[src/rtl/irq_hold_pkg.sv]
// Shared types and defaults for the interrupt capture and hold unit.
package irq_hold_pkg;
    // Default number of request lines.
    localparam int DEF_NUM_REQ = 3;
    // Default hold length in clock cycles.
    localparam int DEF_HOLD_CYCLES = 5;

    // Hold timer direction, latched at capture time.
    typedef enum logic {
        DIR_UP   = 1'b0,
        DIR_DOWN = 1'b1
    } hold_dir_e;
endpackage

[src/rtl/irq_line_encoder.sv]
// Encoder with enable.
// Output: the number (index + 1) of the single high request line.
// Assumes one-hot input.
// Gives 0 in any of these cases:
//   - enable is low;
//   - no line is high;
//   - more than one line is high.
// No priority is applied between lines.
module irq_line_encoder #(
    parameter int NUM_REQ = 3,
    parameter int CODE_W  = $clog2(NUM_REQ + 1)
) (
    input  logic [NUM_REQ-1:0] req,
    input  logic               en,
    output logic [CODE_W-1:0]  code
);
    localparam int HIT_W = $clog2(NUM_REQ + 1) + 1;

    logic [HIT_W-1:0]  hits;
    logic [CODE_W-1:0] raw;

    // Count the high lines and remember the number of the last one seen.
    always_comb begin
        hits = '0;
        raw  = '0;
        for (int i = 0; i < NUM_REQ; i++) begin
            if (req[i]) begin
                hits = hits + HIT_W'(1);
                raw  = CODE_W'(i + 1);
            end
        end
    end

    // Pass the code only when enabled and exactly one line is high.
    always_comb begin
        code = (en && (hits == HIT_W'(1))) ? raw : '0;
    end
endmodule

[src/rtl/irq_toggle_reg.sv]
// Parallel-load register made of toggle flip-flops.
// Each bit flips when its T input is 1:
//   - on load, T = D xor Q;
//   - on clear, T = Q.
// Assumes load and clear are never asserted together.
// Reset is synchronous and active-low.
module irq_toggle_reg #(
    parameter int WIDTH = 2
) (
    input  logic             clk,
    input  logic             rst_n,
    input  logic             load,
    input  logic             clear,
    input  logic [WIDTH-1:0] d,
    output logic [WIDTH-1:0] q,
    output logic             nonzero
);
    logic [WIDTH-1:0] t;

    // Work out which bits must flip for a load or for a clear.
    always_comb begin
        if (load)       t = d ^ q;
        else if (clear) t = q;
        else            t = '0;
    end

    // One toggle flip-flop per bit.
    for (genvar b = 0; b < WIDTH; b++) begin : g_tff
        // Flip the bit when its T input is 1; reset forces it to 0.
        always_ff @(posedge clk) begin
            if (!rst_n)    q[b] <= 1'b0;
            else if (t[b]) q[b] <= ~q[b];
        end
    end

    // Flag a stored value other than zero.
    always_comb begin
        nonzero = |q;
    end
endmodule

[src/rtl/irq_hold_timer.sv]
// Up/down hold timer.
// On start it latches the direction and loads the first state:
//   - counting up starts from 0;
//   - counting down starts from HOLD_CYCLES - 1.
// While active it steps once per clock.
// done is high in the final state: HOLD_CYCLES - 1 going up, 0 going down.
// Assumes start only comes while idle.
module irq_hold_timer
    import irq_hold_pkg::*;
#(
    parameter int HOLD_CYCLES = 5,
    parameter int CNT_W       = (HOLD_CYCLES > 1) ? $clog2(HOLD_CYCLES) : 1
) (
    input  logic clk,
    input  logic rst_n,
    input  logic start,
    input  logic dir_in,
    input  logic active,
    output logic done
);
    localparam logic [CNT_W-1:0] LAST = CNT_W'(HOLD_CYCLES - 1);

    logic [CNT_W-1:0] cnt;
    hold_dir_e        dir_q;

    // Final-state detect for the latched direction.
    always_comb begin
        done = (dir_q == DIR_DOWN) ? (cnt == '0) : (cnt == LAST);
    end

    // Load on start, then step toward the final state while active.
    always_ff @(posedge clk) begin
        if (!rst_n) begin
            cnt   <= '0;
            dir_q <= DIR_UP;
        end else if (start) begin
            dir_q <= hold_dir_e'(dir_in);
            cnt   <= dir_in ? LAST : '0;
        end else if (active && !done) begin
            if (dir_q == DIR_DOWN) cnt <= cnt - CNT_W'(1);
            else                   cnt <= cnt + CNT_W'(1);
        end
    end
endmodule

[src/rtl/irq_hold_top.sv]
// Interrupt capture and hold unit.
// The encoder is enabled only while the register is zero.
// A valid request is loaded into the toggle register and starts the hold timer.
// When the timer reaches its final state, the register is cleared.
// Assumes one-hot requests; other patterns are dropped.
module irq_hold_top
    import irq_hold_pkg::*;
#(
    parameter int NUM_REQ     = DEF_NUM_REQ,
    parameter int HOLD_CYCLES = DEF_HOLD_CYCLES
) (
    input  logic                            clk,
    input  logic                            rst_n,
    input  logic [NUM_REQ-1:0]              irq_req,
    input  logic                            count_down,
    output logic [$clog2(NUM_REQ + 1)-1:0]  held_code,
    output logic                            busy
);
    localparam int CODE_W = $clog2(NUM_REQ + 1);

    logic              enc_en;
    logic [CODE_W-1:0] enc_code;
    logic              do_load;
    logic              do_clear;
    logic              hold_done;
    logic              reg_nz;

    // Gate the encoder off while a code is held, and derive load and clear.
    always_comb begin
        enc_en   = ~reg_nz;
        do_load  = (enc_code != '0);
        do_clear = reg_nz & hold_done;
        busy     = reg_nz;
    end

    irq_line_encoder #(.NUM_REQ(NUM_REQ), .CODE_W(CODE_W)) u_enc (
        .req  (irq_req),
        .en   (enc_en),
        .code (enc_code)
    );

    irq_toggle_reg #(.WIDTH(CODE_W)) u_reg (
        .clk     (clk),
        .rst_n   (rst_n),
        .load    (do_load),
        .clear   (do_clear),
        .d       (enc_code),
        .q       (held_code),
        .nonzero (reg_nz)
    );

    irq_hold_timer #(.HOLD_CYCLES(HOLD_CYCLES)) u_tmr (
        .clk    (clk),
        .rst_n  (rst_n),
        .start  (do_load),
        .dir_in (count_down),
        .active (reg_nz),
        .done   (hold_done)
    );
endmodule

[config.mk]
export PLATFORM = sky130hd
export DESIGN_NAME = irq_hold_top
export DESIGN_NICKNAME = d
export VERILOG_FILES = /design/src/rtl/irq_hold_pkg.sv /design/src/rtl/irq_line_encoder.sv /design/src/rtl/irq_toggle_reg.sv /design/src/rtl/irq_hold_timer.sv /design/src/rtl/irq_hold_top.sv
export SDC_FILE = /design/constraint.sdc
export NUM_CORES = 1
export LEC_CHECK = 0
export CORE_AREA = 2 2 39 41
export CTS_CLUSTER_SIZE = 12
export DETAILED_ROUTE_END_ITERATION = 8
export DIE_AREA = 0 0 41 43
export PLACE_DENSITY_LB_ADDON = 0.12
export SLEW_MARGIN = 20
export SYNTH_ARGS = -nofsm -noshare
export SYNTH_HDL_FRONTEND = slang
export SYNTH_SLANG_ARGS = --single-unit
[constraint.sdc]
create_clock -name clk -period 2.2 [get_ports clk]
set_input_delay 0.44 -clock clk [delete_from_list [all_inputs] [get_ports clk]]
set_output_delay 0.44 -clock clk [all_outputs]
set_load 0.1 [all_outputs]
* Yosys cells after proc, flatten, opt, wreduce, memory -nomap -nowiden
Index checks and enable logic that the tools add are counted.
W data, S select, Z words.
** Word-level totals
- Bits in registers :: 6
- Input bits :: 6
- Output and inout bits :: 3
- Word-level logic and storage cells :: 36
** Operators by class
- Add/subtract/negate cells :: 4
- Equality and inequality tests :: 2
- Multiplexer cells :: 14
- Bitwise logic cells :: 5
- Reductions and logical operators :: 7
** Operators by type and width (count)
- $mux W3 :: 6
- $mux W2 :: 5
- $add A3 B1 Y3 const B :: 2
- $reduce_bool A2 Y1 :: 2
- $eq A3 B1 Y1 const B :: 1
- $eq A3 B3 Y1 const B :: 1
- $logic_not A3 Y1 :: 1
- $mux W1 :: 3
- $not A1 Y1 :: 3
- $sub A3 B1 Y3 const B :: 1
- $add A1 B1 Y2 const B :: 1
- $logic_and A1 B1 Y1 :: 2
- $reduce_or A2 Y1 :: 1
- $xor A2 B2 Y2 :: 1
- $and A1 B1 Y1 :: 1
- $logic_not A1 Y1 :: 1

* Longest topological paths before layout
- Depth in word-level cells :: 10
- Mapped depth :: 6
- Gate-level depth less buffers :: 6

* Hierarchy
A second synthesis with hierarchy kept.
** Unflattened totals
- Cell total of the unflattened synthesis :: 50
- Area total of the unflattened synthesis :: 474.2 um^2
** By module, submodules not included
- irq_hold_timer :: instances 1, cells an instance 30, area an instance 277.8 um^2, seq. area each 80.1 um^2
- irq_line_encoder :: instances 1, cells an instance 10, area an instance 93.8 um^2, seq. area each 0.0 um^2
- irq_toggle_reg :: instances 1, cells an instance 7, area an instance 86.3 um^2, seq. area each 40.0 um^2
- irq_hold_top :: instances 1, cells an instance 3, area an instance 16.3 um^2, seq. area each 0.0 um^2

* Worst setup path after synthesis
Ideal clock, no wire load.
- Kind :: register to register
- Start point :: register u_reg.q[0]
- End point :: register u_tmr.dir_q
- Library setup time :: 116 ps
- Data arrival time :: 2323 ps
- Data required time :: 2084 ps
- Slack :: -239 ps
- Stages on the path, launching flop included :: 6
- Path buffers :: 0
- Clock period less this slack :: 2439 ps
- Path through :: dfxtp_1 > nor2_1 > inv_1 > a211o_1 > mux2i_1 > nor2b_1
** Between the ends
- Word-level cells in the longest chain between the ends :: 5
** RTL lines
- start, declared :: RTL line irq_toggle_reg.sv:15 : output logic [WIDTH-1:0] q,
- start signal, assigned by index :: RTL line irq_toggle_reg.sv:32 : else if (t[b]) q[b] <= ~q[b];
- $reduce_or A2 Y1 :: RTL line irq_toggle_reg.sv:38 : nonzero = |q;
- net busy :: RTL line irq_hold_top.sv:17 : output logic busy
- $not A1 Y1 :: RTL line irq_hold_top.sv:30 : enc_en = ~reg_nz;
- $logic_and A1 B1 Y1 :: RTL line irq_line_encoder.sv:36 : code = (en && (hits == HIT_W'(1))) ? raw : '0;
- $mux W2 :: RTL line irq_line_encoder.sv:36
- $reduce_bool A2 Y1 :: RTL line irq_hold_top.sv:31 : do_load = (enc_code != '0);
- end signal, assigned :: RTL line irq_hold_timer.sv:37 : dir_q <= hold_dir_e'(dir_in);
- end, declared :: RTL line irq_hold_timer.sv:24 : hold_dir_e dir_q;
The timed path passes the listed nets, and every way through them passes these cells.
A chain may end at the register's enable or synchronous reset.

* Final worst setup path
- Start point :: input port irq_req[1]
- End point :: register u_tmr.cnt[2]
** Between the ends
- Word-level cells in the longest chain between the ends :: 8
- Elaborated cells on any way between the ends :: 11
- Classes of those cells :: 1 x add/sub; 1 x eq/ne; 6 x mux; 3 x reduce/logical
** RTL lines
- start, declared :: RTL line irq_hold_top.sv:14 : input logic [NUM_REQ-1:0] irq_req,
- $mux W3 :: RTL line irq_line_encoder.sv:27 : if (req[i]) begin
- $add A3 B1 Y3 :: RTL line irq_line_encoder.sv:28 : hits = hits + HIT_W'(1);
- $mux W3 :: RTL line irq_line_encoder.sv:27
- $eq A3 B1 Y1 :: RTL line irq_line_encoder.sv:36
- $logic_and A1 B1 Y1 :: RTL line irq_line_encoder.sv:36
- $mux W2 (*) :: RTL line irq_line_encoder.sv:36
- $reduce_bool A2 Y1 (*) :: RTL line irq_hold_top.sv:31
- $mux W3 or $reduce_bool A2 Y1 (tied branches)
- end signal, assigned :: RTL line irq_hold_timer.sv:38 : cnt <= dir_in ? LAST : '0;
- end signal, assigned :: RTL line irq_hold_timer.sv:40 : if (dir_q == DIR_DOWN) cnt <= cnt - CNT_W'(1);
- end signal, assigned :: RTL line irq_hold_timer.sv:41 : else cnt <= cnt + CNT_W'(1);
- end, declared :: RTL line irq_hold_timer.sv:23 : logic [CNT_W-1:0] cnt;
Mark *: on every way between the ends. The rest lies on a longest branch, timed or not.

==> results.cfg <==
[yosys]
synth.top_cell.area_share = 0.3117
ys_seq_area_frac = 0.3117
synthAdderAreaFrac = 0.1494
synthFlopType = dfxtp_1
yosys.area.top_type = dfxtp_1
synth.area.mux_share = 0.05195
syn_area_per_cell_um2 = 8.199
synth_area_leaders = dfxtp_1 31%, ha_1 9.7%, nand2_1 7.8%
syn-num-nets = 57
yosys_register_bits = 6
syn_inst = 47
synth-simple-area-share = 0.2175
async_flop_share = 0
synth_top_family_by_area = compound AO/OA/AOI/OAI gates
synth_area_um2 = 385.4
synth_cell_types = 21
synth_warnings = 0
synth_edf_count = 0
synth_compound_area_frac = 0.2175
synth_xor_area_frac = 0.02273

[floorplan]
die_h_um = 43
coreArea_um2 = 1384
initial_utilization = 0.2785
dieArea_um2 = 1763
row_count = 14
ios = 9
die_x_um = 41

[timing]
fin_crit_ns = 2.014
whs_ns = 0.4792
tightest_slew_ns = 0.2996
worst_clock_skew_ns = 0.0005158
fin_crit_sh = 0.9154
maxSlewHeadroom = 0.8001
rsz0062_at_grt = false
hold_violations = 0
timing.setup.tns_ns = 0
setup_violations = 0
slew_viol_final = 0
clock.fmax_mhz = 496.6

[setup_path]
cp.required_ns = 2.32
critical_path_buf_inv_count = 2
critPathLaunch = irq_req[1]
critPathLaunchType = input pin
setup.worst_path.end = u_tmr.cnt[2]
path_depth = 7
worstPathMaxFanout = 3
endpoint_kind = register
crit_chain = clkdlybuf4s50_1 > inv_1 > ha_1 > or3b_1 > a211o_1 > nand2_1 > o22ai_1
r2r_start = u_tmr.dir_q
reg2reg_to = u_tmr.cnt[2]
worstSetupPathType = input pin to register
reg2reg_slack_ns = 0.71
reg2reg_depth = 5
crit_path_max_incr_delay_ns = 0.47
cp_data_arrival_time_ns = 2.14
crit_family = buffers and inverters
cpMaxStageDelayCell = clkdlybuf4s50_1

[global_route]
grt_use_total = 0.1067
grt_pass1_vias = 342
antenna_found_initial = 0
grt_start_max_net_pins = 8
grt_overflow = 0
grt_pass1_wl_mm = 1.242

[clocking]
tritoncts = yes
numCtsBuffers = 3
ctsHtreeMaxLevel = 1
clock_path_buffers = 2
clock-root-buffer = clkbuf_4
cts_setup_buffers = 0
postCtsResizedCells = 0
ctsHoldBuffers = 0
insertion_delay_ns = 0.24
cts_sinks = 6
clk_pin_slew_ns = 0.04

[power_and_ir_drop]
peakVddDrop_mv = 0.3975
power_leakage_nw = 0.2246
p_per_area_nw_per_um2 = 687.4

[detailed_routing]
first_pass_iters = 2
ant_nets = 0
drt-initial-drc-count = 10
drt_wl_total_um = 733
drc = 0
via_per_inst = 4.922
wire_per_inst_um = 9.519
vias = 379

[placement]
gp_congestion = 0.6338
port_buffers = 8
dp_hpwl_um = 621.5
dpl_cell_area_um2 = 509.2

[outcome]
status = finished clean

[cells_and_area]
drive_gt1_frac = 0.2131
final_util = 0.3843
multiInputGateArea_um2 = 256.5
regArea_um2 = 122.6
fillers = 146
fin_nets = 73
finalInstanceArea_um2 = 531.8
antenna_cells = 0
area_growth_pct = 37.99

[run]
max_cap_violations = 0

[hold_path]
hold_class = register to register
[state kept, by name, summed over array words and instances, names as in the netlist]
signal	count
u_tmr.dir_q	1
u_tmr.cnt	3
u_reg.q	2
[power breakdown]
part	leakage [nW]	internal, W	switching (W)	total [W]
sequential	0.0498	0.000120	0.0000120	0.000132
clock	0.0138	0.0000616	0.0000378	0.0000993
combinational	0.161	0.0000443	0.0000898	0.000134
total	0.225	0.000226	0.000140	0.000366
[stage by stage]
| step | setup WS, ns | instances | power, W |
|---|---|---|---|
| after floorplan | 0.1657 | 47 | 0.0002309 |
| after global placement | -0.06856 | 74 | 0.0002706 |
| after detailed placement | -0.06728 | 74 | 0.0002694 |
| after CTS | 0.1840 | 77 | 0.0003707 |
| after global routing | 0.07202 | 77 | 0.0003921 |
| final | 0.1861 | 77 | 0.0003655 |
[worst reg2reg max path, delay by kind of cell, from the launching register on]
kind | cells | cell delay (ns)
adder cells (fa/ha/maj) | 1 | 0.49
AO/OA/AOI/OAI | 3 | 0.45
AND/OR/NAND/NOR | 1 | 0.10
flip-flops | 1 | 0.38
[cell usage after synthesis (2+ instances only)]
cell	n
a21boi_0	2
inv_1	3
nor2_1	4
nor2b_1	2
nand2_1	8
mux2i_1	2
o21ai_0	3
a21oi_1	3
ha_1	3
dfxtp_1	6
[cell families (layout without fill, tap and decap cells)]
| family | after synthesis | in the layout |
|---|---|---|
| simple gates | 18 | 18 |
| fa+ha+maj | 4 | 4 |
| buf+inv | 3 | 17 |
| flops | 6 | 6 |
| xor+xnor | 1 | 1 |
| compound gates | 13 | 13 |
| mux | 2 | 2 |
[per-layer routing]
layer,share of wire,up-vias,global-route usage
li1,-,192,-
met4,0,0,0.04000
met1,0.42,178,0.1136
met2,0.52,9,0.1656
met5,0,-,0
met3,0.056,0,0.06283
[final cells by class]
type,instances,area share
multi-input combinational,38,0.4824
sequential,6,0.2306
timing repair buffer,11,0.1788
clock buffer,3,0.04235
tap,16,0.03765
inverter,3,0.02824
[cell usage in the layout (no fill, tap or decap), types with 2 or more instances in the layout]
| cell | instances |
|---|---|
| nand2_1 | 8 |
| buf_4 | 6 |
| clkdlybuf4s50_1 | 5 |
| dfxtp_1 | 4 |
| nor2_1 | 3 |
| a21oi_1 | 3 |
| o21ai_0 | 3 |
| ha_1 | 3 |
| clkbuf_4 | 3 |
| inv_1 | 2 |
| mux2i_1 | 2 |
| a21boi_0 | 2 |
| nor2b_1 | 2 |
| dfxtp_2 | 2 |
[worst min-delay path by stage]
stage,cells past startpoint,end,slack [ns],start
finish,2,u_reg.q[0],0.48,u_reg.q[0]
global route,2,u_reg.q[0],0.51,u_reg.q[0]
CTS,2,u_reg.q[0],0.48,u_reg.q[0]
detailed placement,2,u_reg.q[0],0.47,u_reg.q[0]
global placement,2,u_reg.q[1],0.47,u_reg.q[1]
floorplan,2,u_tmr.cnt[1],0.47,u_tmr.cnt[1]
Note: power is estimated with default switching activity, not from simulation.
